## src/rtl/cmdirq_pkg.sv

```systemverilog
package cmdirq_pkg;

    localparam int WORD_W = 16;
    localparam int OP_W   = 5;
    localparam int ARG_W  = WORD_W - OP_W;
    localparam int EVT_N  = 7;
    localparam int WIN_W  = 3;
    localparam int FILT_W = 4;

    localparam logic [OP_W-1:0] OP_GRESET  = 5'h00;
    localparam logic [OP_W-1:0] OP_WINDOW  = 5'h01;
    localparam logic [OP_W-1:0] OP_RX_OFF  = 5'h03;
    localparam logic [OP_W-1:0] OP_RX_ON   = 5'h04;
    localparam logic [OP_W-1:0] OP_RX_RST  = 5'h05;
    localparam logic [OP_W-1:0] OP_TX_ON   = 5'h09;
    localparam logic [OP_W-1:0] OP_TX_OFF  = 5'h0A;
    localparam logic [OP_W-1:0] OP_TX_RST  = 5'h0B;
    localparam logic [OP_W-1:0] OP_IRQ_REQ = 5'h0C;
    localparam logic [OP_W-1:0] OP_ACK     = 5'h0D;
    localparam logic [OP_W-1:0] OP_IMASK   = 5'h0E;
    localparam logic [OP_W-1:0] OP_ZMASK   = 5'h0F;
    localparam logic [OP_W-1:0] OP_FILTER  = 5'h10;

    // flag index of the interrupt-requested event
    localparam int IRQ_REQ_IDX = 5;

    typedef struct packed {
        logic greset;
        logic window;
        logic rx_off;
        logic rx_on;
        logic rx_rst;
        logic tx_on;
        logic tx_off;
        logic tx_rst;
        logic irq_req;
        logic ack;
        logic imask;
        logic zmask;
        logic filter;
    } dec_t;

endpackage

```

## src/rtl/cmd_decode.sv

```systemverilog
module cmd_decode
    import cmdirq_pkg::*;
(
    input  logic              wr_i,
    input  logic [WORD_W-1:0] word_i,
    output dec_t              dec_o,
    output logic [OP_W-1:0]   op_o,
    output logic [ARG_W-1:0]  arg_o
);

    always_comb begin
        op_o  = word_i[WORD_W-1 -: OP_W];
        arg_o = word_i[ARG_W-1:0];
        dec_o = '0;
        if (wr_i) begin
            case (op_o)
                OP_GRESET:  dec_o.greset  = 1'b1;
                OP_WINDOW:  dec_o.window  = 1'b1;
                OP_RX_OFF:  dec_o.rx_off  = 1'b1;
                OP_RX_ON:   dec_o.rx_on   = 1'b1;
                OP_RX_RST:  dec_o.rx_rst  = 1'b1;
                OP_TX_ON:   dec_o.tx_on   = 1'b1;
                OP_TX_OFF:  dec_o.tx_off  = 1'b1;
                OP_TX_RST:  dec_o.tx_rst  = 1'b1;
                OP_IRQ_REQ: dec_o.irq_req = 1'b1;
                OP_ACK:     dec_o.ack     = 1'b1;
                OP_IMASK:   dec_o.imask   = 1'b1;
                OP_ZMASK:   dec_o.zmask   = 1'b1;
                OP_FILTER:  dec_o.filter  = 1'b1;
                default:    dec_o = '0;
            endcase
        end
    end

    // at most one operation is decoded from a word
    always_comb begin
        assert ($countones(dec_o) <= 1)
            else $error("p_single_decode_r13");
    end

endmodule

```

## src/rtl/evt_flags.sv

```systemverilog
module evt_flags #(
    parameter int N = 7
) (
    input  logic         clk,
    input  logic         rst_n,
    input  logic [N-1:0] set_i,
    input  logic [N-1:0] clr_i,
    output logic [N-1:0] flags_o
);

    logic [N-1:0] flags_d, flags_q;

    always_comb begin
        // a set in the same cycle overrides a clear
        flags_d = (flags_q & ~clr_i) | set_i;
    end

    always_ff @(posedge clk or negedge rst_n) begin
        if (!rst_n) flags_q <= '0;
        else        flags_q <= flags_d;
    end

    assign flags_o = flags_q;

    p_set_wins_r5: assert property (@(posedge clk) disable iff (!rst_n)
        (set_i != '0) |=> ((flags_o & $past(set_i)) == $past(set_i)));

    p_ack_clears_r4: assert property (@(posedge clk) disable iff (!rst_n)
        (clr_i != '0) |=> ((flags_o & $past(clr_i & ~set_i)) == '0));

    p_sticky_r3: assert property (@(posedge clk) disable iff (!rst_n)
        (clr_i == '0) |=> ((flags_o & $past(flags_o)) == $past(flags_o)));

endmodule

```

## src/rtl/busy_timer.sv

```systemverilog
module busy_timer #(
    parameter int CYCLES = 8
) (
    input  logic clk,
    input  logic rst_n,
    input  logic load_i,
    output logic busy_o
);

    localparam int CW = $clog2(CYCLES + 1);

    logic [CW-1:0] cnt_d, cnt_q;

    always_comb begin
        cnt_d = cnt_q;
        if (load_i)           cnt_d = CW'(CYCLES);
        else if (cnt_q != '0) cnt_d = cnt_q - 1'b1;
    end

    always_ff @(posedge clk or negedge rst_n) begin
        if (!rst_n) cnt_q <= '0;
        else        cnt_q <= cnt_d;
    end

    assign busy_o = (cnt_q != '0);

    p_busy_load_r11: assert property (@(posedge clk) disable iff (!rst_n)
        load_i |=> busy_o);

    p_busy_idle_r11: assert property (@(posedge clk) disable iff (!rst_n)
        (!busy_o && !load_i) |=> !busy_o);

endmodule

```

## src/rtl/cmdirq_ctrl.sv

```systemverilog
module cmdirq_ctrl
    import cmdirq_pkg::*;
#(
    parameter int BUSY_CYCLES = 8
) (
    input  logic              clk,
    input  logic              rst_n,
    input  logic              host_wr,
    input  logic [WORD_W-1:0] host_wdata,
    output logic [WORD_W-1:0] host_rdata,
    input  logic [EVT_N-1:0]  evt_i,
    output logic              irq_o,
    output logic              rx_en_o,
    output logic              tx_en_o,
    output logic [FILT_W-1:0] rx_filter_o,
    output logic              cmd_valid_o,
    output logic [OP_W-1:0]   cmd_op_o,
    output logic [ARG_W-1:0]  cmd_arg_o
);

    localparam int LOW_W = EVT_N + 1;
    localparam int PAD_W = WORD_W - WIN_W - 1 - LOW_W;

    typedef struct packed {
        logic [WIN_W-1:0]  win;
        logic [EVT_N-1:0]  imask;
        logic [LOW_W-1:0]  zmask;
        logic [FILT_W-1:0] filt;
        logic              rx_en;
        logic              tx_en;
        logic              stb_v;
        logic [OP_W-1:0]   stb_op;
        logic [ARG_W-1:0]  stb_arg;
    } st_t;

    st_t              s_d, s_q;
    dec_t             dec;
    logic [OP_W-1:0]  op;
    logic [ARG_W-1:0] arg;
    logic [EVT_N-1:0] flags, fset, fclr;
    logic             busy, latch;
    logic [LOW_W-1:0] low_raw;

    cmd_decode u_dec (
        .wr_i   (host_wr),
        .word_i (host_wdata),
        .dec_o  (dec),
        .op_o   (op),
        .arg_o  (arg)
    );

    always_comb begin
        fset = evt_i;
        fset[IRQ_REQ_IDX] = evt_i[IRQ_REQ_IDX] | dec.irq_req;
        fclr = '0;
        if (dec.ack)    fclr = arg[EVT_N:1];
        if (dec.greset) fclr = '1;
    end

    evt_flags #(.N(EVT_N)) u_flags (
        .clk     (clk),
        .rst_n   (rst_n),
        .set_i   (fset),
        .clr_i   (fclr),
        .flags_o (flags)
    );

    busy_timer #(.CYCLES(BUSY_CYCLES)) u_busy (
        .clk    (clk),
        .rst_n  (rst_n),
        .load_i (dec.greset | dec.rx_rst | dec.tx_rst),
        .busy_o (busy)
    );

    always_comb begin
        s_d = s_q;
        s_d.stb_v   = host_wr;
        s_d.stb_op  = op;
        s_d.stb_arg = arg;
        if (dec.window) s_d.win   = arg[WIN_W-1:0];
        if (dec.imask)  s_d.imask = arg[EVT_N:1];
        if (dec.zmask)  s_d.zmask = arg[LOW_W-1:0];
        if (dec.filter) s_d.filt  = arg[FILT_W-1:0];
        if (dec.rx_on)                s_d.rx_en = 1'b1;
        if (dec.rx_off || dec.rx_rst) s_d.rx_en = 1'b0;
        if (dec.tx_on)                s_d.tx_en = 1'b1;
        if (dec.tx_off || dec.tx_rst) s_d.tx_en = 1'b0;
        if (dec.greset) begin
            s_d.win   = '0;
            s_d.imask = '0;
            s_d.zmask = '0;
            s_d.filt  = '0;
            s_d.rx_en = 1'b0;
            s_d.tx_en = 1'b0;
        end
    end

    always_ff @(posedge clk or negedge rst_n) begin
        if (!rst_n) s_q <= '0;
        else        s_q <= s_d;
    end

    always_comb begin
        latch      = |(flags & s_q.imask);
        low_raw    = {flags, latch} & ~s_q.zmask;
        host_rdata = {s_q.win, busy, {PAD_W{1'b0}}, low_raw};
    end

    assign irq_o       = latch;
    assign rx_en_o     = s_q.rx_en;
    assign tx_en_o     = s_q.tx_en;
    assign rx_filter_o = s_q.filt;
    assign cmd_valid_o = s_q.stb_v;
    assign cmd_op_o    = s_q.stb_op;
    assign cmd_arg_o   = s_q.stb_arg;

    p_window_r2: assert property (@(posedge clk) disable iff (!rst_n)
        (host_wr && op == OP_WINDOW) |=>
            (host_rdata[WORD_W-1 -: WIN_W] == $past(host_wdata[WIN_W-1:0])));

    p_strobe_r13: assert property (@(posedge clk) disable iff (!rst_n)
        host_wr |=> (cmd_valid_o && cmd_op_o == $past(op)));

    p_strobe_once_r13: assert property (@(posedge clk) disable iff (!rst_n)
        !host_wr |=> !cmd_valid_o);

    p_irq_src_r6: assert property (@(posedge clk) disable iff (!rst_n)
        $rose(irq_o) |-> (flags != '0));

    p_rx_on_r10: assert property (@(posedge clk) disable iff (!rst_n)
        (host_wr && op == OP_RX_ON) |=> rx_en_o);

    p_filter_r8: assert property (@(posedge clk) disable iff (!rst_n)
        (host_wr && op == OP_FILTER) |=> (rx_filter_o == $past(host_wdata[FILT_W-1:0])));

    p_greset_r12: assert property (@(posedge clk) disable iff (!rst_n)
        (host_wr && op == OP_GRESET) |=>
            (host_rdata[WORD_W-1 -: WIN_W] == '0 && rx_filter_o == '0 && !irq_o && !rx_en_o));

endmodule

```

## config.mk

```make
export PLATFORM = sky130hd
export DESIGN_NAME = cmdirq_ctrl
export DESIGN_NICKNAME = d
export VERILOG_FILES = /design/src/rtl/cmdirq_pkg.sv /design/src/rtl/cmd_decode.sv /design/src/rtl/evt_flags.sv /design/src/rtl/busy_timer.sv /design/src/rtl/cmdirq_ctrl.sv
export SDC_FILE = /design/constraint.sdc
export NUM_CORES = 1
export LEC_CHECK = 0
export ABC_AREA = 1
export CAP_MARGIN = 15
export CORE_ASPECT_RATIO = 0.5
export CORE_MARGIN = 1.5
export CORE_UTILIZATION = 35
export CTS_BUF_LIST = sky130_fd_sc_hd__clkbuf_8
export CTS_CLUSTER_DIAMETER = 100
export CTS_CLUSTER_SIZE = 8
export DETAILED_ROUTE_END_ITERATION = 16
export PLACE_DENSITY_LB_ADDON = 0.3
export SYNTH_ARGS = -nofsm -noshare
export SYNTH_HDL_FRONTEND = slang
export SYNTH_HIERARCHICAL = 1
export SYNTH_SLANG_ARGS = --single-unit
```

## constraint.sdc

```tcl
create_clock -name clk -period 1.35 [get_ports clk]
set_input_delay 0.2025 -clock clk [delete_from_list [all_inputs] [get_ports clk]]
set_output_delay 0.2025 -clock clk [all_outputs]
set_load 0.05 [all_outputs]
```

== Yosys cells after proc, flatten, opt, wreduce, memory -nomap -nowiden ==
Cells that the tools add are included.
W data, S select, Z words.
Word-level totals
  register bits: 52
  logic and storage cells: 72
Operators by class
  $add $sub $neg: 1
  equality and inequality tests: 12
  muxes and demuxes: 27
  bitwise gates (word level): 9
  reductions and logical operators: 12
Operators with widths (number)
  $eq A5 B4 Y1 const B: 7
  $mux W24: 1
  $mux W7: 3
  $mux W1: 17
  $and A7 B7 Y7: 2
  $mux W13: 1
  $mux W4: 3
  $eq A5 B3 Y1 const B: 2
  $reduce_bool A2 Y1: 5
  $and A8 B8 Y8: 1
  $mux W8: 1
  $not A8 Y8: 1
  $not A7 Y7: 1
  $or A7 B7 Y7: 1
  $reduce_or A7 Y1: 1
  $reduce_bool A3 Y1: 2
  $eq A5 B1 Y1 const B: 1
  $eq A5 B2 Y1 const B: 1
  $eq A5 B5 Y1 const B: 1
  $logic_not A5 Y1: 1
  $reduce_bool A4 Y1: 1
  $sub A4 B1 Y4 const B: 1
  $mux W3: 1
  $or A1 B1 Y1: 3
  $logic_or A1 B1 Y1: 2

== Longest topological paths before layout ==
Gate-level depths: netlist (run 1).
  depth after elaboration: 8
  mapped depth: 10
  mapped depth without buffers: 9

== Hierarchy ==
The synthesis (run 1) kept the hierarchy.
By module, submodules not included
  cmdirq_ctrl: times used 1, cells an instance 183, area an instance 1706.6 um2, sequential area each 1026.0 um2
  evt_flags: times used 1, cells an instance 35, area an instance 280.3 um2, sequential area each 175.2 um2
  cmd_decode: times used 1, cells an instance 51, area an instance 261.5 um2, sequential area each 0.0 um2
  busy_timer: times used 1, cells an instance 28, area an instance 221.5 um2, sequential area each 100.1 um2

== Least setup slack after synthesis (run 1) ==
OpenSTA, ideal clock, no wires.
  path type: reg2out
  start point: register u_flags.flags_q[4], in the netlist u_flags/flags_o[4]
  end point: output port host_rdata[0]
  data arrival time: 1.266 ns
  slack: -0.119 ns
  stages on the path, launching flop included: 5
  cell sequence: dfrtp_1 > nand2_1 > nand2_1 > nor2_1 > a21oi_1
On the way
  longest elaborated chain between the ends: 3
RTL lines
  start: declaration: RTL line evt_flags.sv:11  | logic [N-1:0] flags_d, flags_q;
  start signal: assignment: RTL line evt_flags.sv:20  | else flags_q <= flags_d;
  $and A7 B7 Y7: RTL line cmdirq_ctrl.sv:104  | latch = |(flags & s_q.imask);
  $reduce_or A7 Y1: RTL line cmdirq_ctrl.sv:104
  $and A8 B8 Y8: RTL line cmdirq_ctrl.sv:105  | low_raw = {flags, latch} & ~s_q.zmask;
  end: declaration: RTL line cmdirq_ctrl.sv:10  | output logic [WORD_W-1:0] host_rdata,
No other way between the ends.

== Worst setup path in the final report (run 1) ==
  start point: register s_q[35] (netlist bit)
  end point: output port host_rdata[0]
On the way
  longest elaborated chain between the ends: 3
RTL lines
  start: declaration: RTL line cmdirq_ctrl.sv:36  | st_t s_d, s_q;
  start signal: assignment: RTL line cmdirq_ctrl.sv:99  | if (!rst_n) s_q <= '0;
  start signal: assignment: RTL line cmdirq_ctrl.sv:100  | else s_q <= s_d;
  $and A7 B7 Y7: RTL line cmdirq_ctrl.sv:104
  $reduce_or A7 Y1: RTL line cmdirq_ctrl.sv:104
  $and A8 B8 Y8: RTL line cmdirq_ctrl.sv:105
No other way between the ends.

==> flow_summary_export.csv, run 1 <==
group,metric,value,unit
setup_path,r2r_slack,0.16,ns
setup_path,arrival,1.24,ns
clock_tree,cts_root_buf,"clkbuf_8",
clock_tree,numCtsBuffers,5,
drt,drt_iter0_drc,160,
floorplan,die_x,122,um
floorplan,die_area,7600,um2
setup_path,worstPathRequired,1.15,ns
run_status,status,"complete, but fails checks",
clock_tree,cts_tree,"done",
flow_run,max-cap-violations,0,
drt,postRouteWirelength,5580,um
synthesis,synth_area_leaders,"dfrtp_1, buf_4, nand2_1",
setup_path,critPathKind,"flop to output port",
synthesis,syn_area,2470,um2
clock_tree,worst_skew_pair.late_latency,0.31,ns
timing,rsz0062_at_grt,"true",
layout,drive_above_1_share,31.7,%
layout,n_antenna_cell,0,
synthesis,ys.warnings.count,6,
drt,ant_nets,0,
worst_hold_path,hp-class,"primary input to flop",
setup_path,crit_start,"s_q[35]",
drt,first_pass_iters,4,
setup_path,r2r_end,"u_busy/cnt_q[1]",
pwr,power,5.07,mW
synthesis,synth.distinct_cells,19,
grt,grt_pass1_vias,1933,
synthesis,syn_area_per_cell,8.32,um2
layout,nets,382,
drt,remaining_drc_errors,0,
pwr,powerDensity,1370,nW/um2
setup_path,r2r-start,"u_busy/cnt_q[1]",
clock_tree,cts-htree-levels,2,
grt,grt-ovfl-total,0,
timing,setup_viol,3,
timing,hold_viol,0,
grt,grt_first_pass_wirelength,9090,um
clock_tree,cts_num_sinks,52,
layout,synthToLayoutAreaGrowth,49.8,%
clock_tree,path_clk_slew,0.10,ns
setup_path,crit_path_start_kind,"flop",
pwr,leakage,1.88,nW
drt,wl_per_cell,12.4,um
place,port_buffers,61,
timing,worst_slack,-0.0921,ns
clock_tree,cts_buffer_depth,2,
pwr,ir_worst_vdd,471,uV
synthesis,yosysSeqAreaShare,52.7,%
floorplan,num_rows,21,
timing,min_period_over_period,107,%
timing,skew,0.000226,ns
setup_path,crit_fanout,2,
setup_path,critPathCapture,"host_rdata[0]",
setup_path,endpoint_kind,"output port",
place,place.gp.congestion,0.858,
synthesis,syn_inst,297,
run_status,violations,"negative setup slack",
grt,grt_use_total,15.2,%
timing,fin_crit,1.44,ns
grt,antenna_found_initial,0,
synthesis,netlist.top_cell.by_area,"dfrtp_1",
synthesis,synth_top_cell_area_share,52.7,%
place,hpwlAfterDp,3880,um
floorplan,core-area,6750,um2
drt,vias,2007,
floorplan,start_util,36.6,%
timing,max_freq,0.693,GHz
floorplan,die_h,62.4,um
drt,viasPerCell,4.48,
grt,grt_start_max_net_pins,53,
setup_path,reg2reg_depth,7,
timing,slew_viol_final,0,
floorplan,ios,66,
place,dp_slack,-0.374,ns
synthesis,ys_ff_latch,52,
metrics by stage:
step	hold slack (ns)	util (%)	TNS [ns]	instances	instance area [um2]
after floorplan	-0.0931	-	0	300	2480
after global routing	0.104	54.8	-0.448	448	3700
final	0.101	54.8	-0.240	448	3700
after CTS	0.268	53.0	-0.293	440	3580
after global placement	0.212	49.7	-10.95	426	3360
after detailed placement	0.217	49.7	-11.48	426	3360
flip-flops by register name (all words and copies together), names as in the netlist:
register	flops
rx_en_o	1
cmd_arg_o	11
host_rdata	3
s_q	15
rx_filter_o	4
u_flags/flags_o	7
tx_en_o	1
u_busy/cnt_q	4
cmd_valid_o	1
cmd_op_o	5
Yosys cell counts, drive strengths merged:
cell type	count
nor2	39
nand2	86
nand3	3
buf	45
or2	1
conb	1
nand4	3
nand3b	1
dfrtp	52
inv	40
a21oi	1
o21ai	23
nor4	1
ha	1
logic make-up (layout without fill, tap and decap cells):
logic type | Yosys count | count (layout) | share of synthesized area (%)
compound gates | 24 | 24 | 4.86
buf+inv | 85 | 141 | 19.9
other cells | 1 | 4 | 0.152
fa+ha+maj | 1 | 1 | 0.507
flops | 52 | 52 | 52.7
simple gates | 134 | 134 | 21.9
per-layer routing:
metal  share of wire, %  wire, um  GRT usage (%)  up-vias
met1                 44      2470           20.4      968
met5                  0         0              0        -
met4                1.4        78           5.00        0
met2                 50      2780           24.7       67
li1                   -         -              -      963
met3                4.3       239           3.10        9
worst min path at each step:
stage	endpoint	depth (start not counted)	slack, ns	start
finish	cmd_op_o[4]	1	0.10	host_wdata[15]
global route	cmd_op_o[4]	1	0.10	host_wdata[15]
CTS	cmd_valid_o	2	0.27	host_wr
detailed placement	s_q[28]	2	0.22	rst_n
global placement	cmd_arg_o[5]	2	0.21	rst_n
floorplan	cmd_arg_o[0]	0	-0.09	rst_n
power breakdown:
group	switching (mW)	leakage [nW]	internal [mW]
clock network	0.574	0.0452	0.379
logic	1.14	1.21	1.02
registers	0.180	0.626	1.77
timing repair:
item,CTS,global route
endpoints found under the hold margin,52,0
hold buffers,1,0
setup buffers,6,10
gates resized for setup,26,23
setup endpoints to repair,23,43
pin swaps,7,7
worst max-delay path: stages (launching register included):
cell	delay, ns
dfrtp_1	0.39
nand2_1	0.08
nand2_1	0.07
nor2_2	0.14
a21oi_2	0.09
buf_12	0.15
cell type report:
| type | count | area [um2] |
|---|---|---|
| clock inverters | 3 | 25.0 |
| repair buffers | 93 | 1230 |
| inverters | 40 | 155 |
| well taps | 92 | 115 |
| clock buffers | 5 | 68.8 |
| flip-flops and latches | 52 | 1300 |
| multi-input cells | 163 | 800 |
| fillers | 580 | 3050 |
cell usage in the layout (no fill, tap or decap):
| cell | n |
|---|---|
| nand2_1 | 83 |
| nor2_4 | 9 |
| buf_2 | 1 |
| nand3b_1 | 1 |
| dlygate4sd3_1 | 1 |
| buf_4 | 27 |
| inv_4 | 2 |
| nand3_1 | 2 |
| ha_4 | 1 |
| nor2_1 | 20 |
| inv_6 | 2 |
| dfrtp_1 | 52 |
| inv_2 | 9 |
| dlygate4sd2_1 | 1 |
| inv_1 | 29 |
| buf_12 | 36 |
| clkinvlp_4 | 1 |
| or2_2 | 1 |
| nand4_1 | 3 |
| nor2_2 | 10 |
| buf_6 | 4 |
| clkdlybuf4s50_1 | 18 |
| nor4_1 | 1 |
| conb_1 | 4 |
| nand3_4 | 1 |
| o21ai_0 | 23 |
| a21oi_2 | 1 |
| nand2_2 | 3 |
| dlymetal6s2s_1 | 5 |
| clkbuf_8 | 5 |
No activity file was read; power rests on OpenSTA's default activity.
==> run 2: changes to the inputs <==
--- a/config.mk
+++ b/config.mk
@@ -9,7 +9,7 @@
 export CAP_MARGIN = 15
 export CORE_ASPECT_RATIO = 0.5
 export CORE_MARGIN = 1.5
-export CORE_UTILIZATION = 35
+export CORE_UTILIZATION = 50
 export CTS_BUF_LIST = sky130_fd_sc_hd__clkbuf_8
 export CTS_CLUSTER_DIAMETER = 100
 export CTS_CLUSTER_SIZE = 8
==> constraint.sdc (replaced) <==
create_clock -name clk -period 1.6 [get_ports clk]
set_input_delay 0.24 -clock clk [delete_from_list [all_inputs] [get_ports clk]]
set_output_delay 0.24 -clock clk [all_outputs]
set_load 0.05 [all_outputs]
==> run 2 against run 1 <==
  * The run now ends clean
  * Largest cell class unchanged
  * First-iteration DRC count fell by 54%
  * Die area fell by 29%
  * Hold slack improved by 0.26 ns
  * Power fell by 19%
==> flow_summary_export.csv, run 2 (synthesized netlist as in run 1, its figures left out) <==
group,metric,value,unit
setup_path,worstPathRequired,1.36,ns
drt,first_pass_iters,4,
place,dpl.cell_count,398,
flow_run,max-cap-violations,0,
timing,hold_viol,0,
layout,layout_commonest_cell,"nand2_1",
timing,skew,0.000372,ns
layout,largest_reg_flops,15,
place,hpwlAfterDp,3670,um
drt,vias,1912,
drt,viasPerCell,4.70,
layout,layout_common_cells,"nand2_1, dfrtp_1, buf_4",
clock_tree,cts_num_sinks,52,
drt,ant_nets,0,
setup_path,critPathKind,"flop to output port",
timing,rsz0062_at_grt,"false",
timing,fin_crit,1.52,ns
place,place_area,2980,um2
grt,grt_first_pass_wirelength,8360,um
pwr,powerDensity,1300,nW/um2
place,port_buffers,61,
clock_tree,cts_root_buf,"clkbuf_8",
floorplan,die_area,5400,um2
clock_tree,cts_tree,"done",
drt,remaining_drc_errors,0,
setup_path,path_cells,"inv_1, ha_4, nand3_4, buf_12",
run_status,status,"finished clean",
setup_path,endpoint_kind,"output port",
drt,drt_iter0_drc,73,
layout,synthToLayoutAreaGrowth,28.2,%
layout,regMostFlops,"s_q",
floorplan,die_x,102,um
clock_tree,cts-htree-levels,2,
layout,multi_input_area,722,um2
grt,antenna_found_initial,0,
layout,drive_above_1_share,22.3,%
floorplan,num_rows,17,
worst_hold_path,hold_depth,1,
pwr,ir_worst_vdd,612,uV
layout,ff_latch_area,1300,um2
layout,nets,368,
clock_tree,numCtsBuffers,5,
grt,grt_pass1_vias,1948,
timing,setup_viol,0,
setup_path,crit_fanout,4,
worst_hold_path,hp-class,"primary input to flop",
floorplan,core-area,4570,um2
grt,grt_use_total,20.9,%
timing,min_period_over_period,94.9,%
clock_tree,path_clk_slew,0.09,ns
drt,wl_per_cell,12.4,um
floorplan,ios,66,
clock_tree,cts_buffer_depth,2,
clock_tree,worst_skew_pair.late_latency,0.30,ns
timing,slew_viol_final,0,
setup_path,reg2reg_depth,6,
setup_path,slowest_stage,"dfrtp_1",
grt,grt-ovfl-total,0,
place,place.gp.congestion,0.872,
setup_path,max_stage_delay,0.41,ns
layout,final_util,69.2,%
layout,fillers,350,
layout,finish.instance_area,3170,um2
layout,final_cells,407,
layout,n_antenna_cell,0,
setup_path,arrival,1.28,ns
floorplan,start_util,54.0,%
floorplan,die_h,52.7,um
timing,max_freq,0.659,GHz
grt,grt_start_max_net_pins,53,
pwr,leakage,1.67,nW
drt,postRouteWirelength,5060,um
setup_path,crit_path_start_kind,"flop",
[run 2: cell types whose count changed in the layout (fill, tap and decap cells not counted), sizes merged]
cell           previous run  this run
buf                      68        54
dlygate4sd2               1         0
inv                      42        40
bufinv                    0         2
clkinvlp                  1         0
dlymetal6s2s              5         0
clkdlybuf4s50            18        24
[run 2: final cells by class]
class,instances,share of cell area [%]
flip-flops and latches,52,41.1
clock buffers,5,2.17
repair buffers,79,24.6
well taps,66,2.61
multi-input cells,163,22.8
inverters,40,4.82
clock inverters,2,1.90
[run 2: routing by layer]
metal	wire length (um)	global-route usage [%]
met5	0	0
met3	358	4.80
met4	18	5.02
met2	2560	39.2
met1	2130	24.7
[run 2: power breakdown]
part,switching [mW],total (mW),internal [mW]
Clock,0.431,1.05,0.616
Sequential,0.108,1.60,1.49
Combinational,0.900,1.48,0.582
Total,1.44,4.13,2.69
[run 2: path summary, 6_finish.rpt]
kind                                    to       startpoint  slack, ns
min in group asynchronous          s_q[28]            rst_n       0.46
max                         host_rdata[12]  u_busy/cnt_q[0]       0.08
min                           cmd_arg_o[8]    host_wdata[8]       0.37
max reg2reg                u_busy/cnt_q[1]  u_busy/cnt_q[0]       0.50
min reg2reg                        s_q[37]          s_q[37]       0.50
max in group asynchronous      cmd_op_o[0]            rst_n       0.92
[run 2: repair_timing]
action,CTS,global route
setup endpoints to repair,1,5
buffers inserted,0,1
hold buffers,1,0
hold endpoints to repair,52,0
resized for setup,1,9
[run 2: worst max-delay path: cells and delay by family (launching register included)]
family	cells	cell delay, ns
fa+ha+maj	1	0.18
buf+inv	2	0.29
flops	1	0.41
simple gates	1	0.10
[run 2: metrics by stage]
stage | setup slack, ns | power (mW) | setup TNS, ns | hold WS (ns)
2_1_floorplan | 0.0938 | 2.56 | 0 | -0.0556
3_3_place_gp | -0.170 | 2.96 | -3.09 | 0.248
3_5_place_dp | -0.209 | 3.01 | -4.52 | 0.255
4_1_cts | 0.0178 | 4.07 | 0 | 0.355
5_1_grt | 0.00576 | 4.34 | 0 | 0.350
6_report | 0.0818 | 4.13 | 0 | 0.365
==> run 3: changes to the inputs <==
--- a/config.mk
+++ b/config.mk
@@ -6,7 +6,6 @@
 export NUM_CORES = 1
 export LEC_CHECK = 0
 export ABC_AREA = 1
-export CAP_MARGIN = 15
 export CORE_ASPECT_RATIO = 0.5
 export CORE_MARGIN = 1.5
 export CORE_UTILIZATION = 50
@@ -15,6 +14,7 @@
 export CTS_CLUSTER_SIZE = 8
 export DETAILED_ROUTE_END_ITERATION = 16
 export PLACE_DENSITY_LB_ADDON = 0.3
+export SLEW_MARGIN = 20
 export SYNTH_ARGS = -nofsm -noshare
 export SYNTH_HDL_FRONTEND = slang
 export SYNTH_HIERARCHICAL = 1
==> results of run 3 <==
Final layout, timing and power as in run 2 (identical DEF).
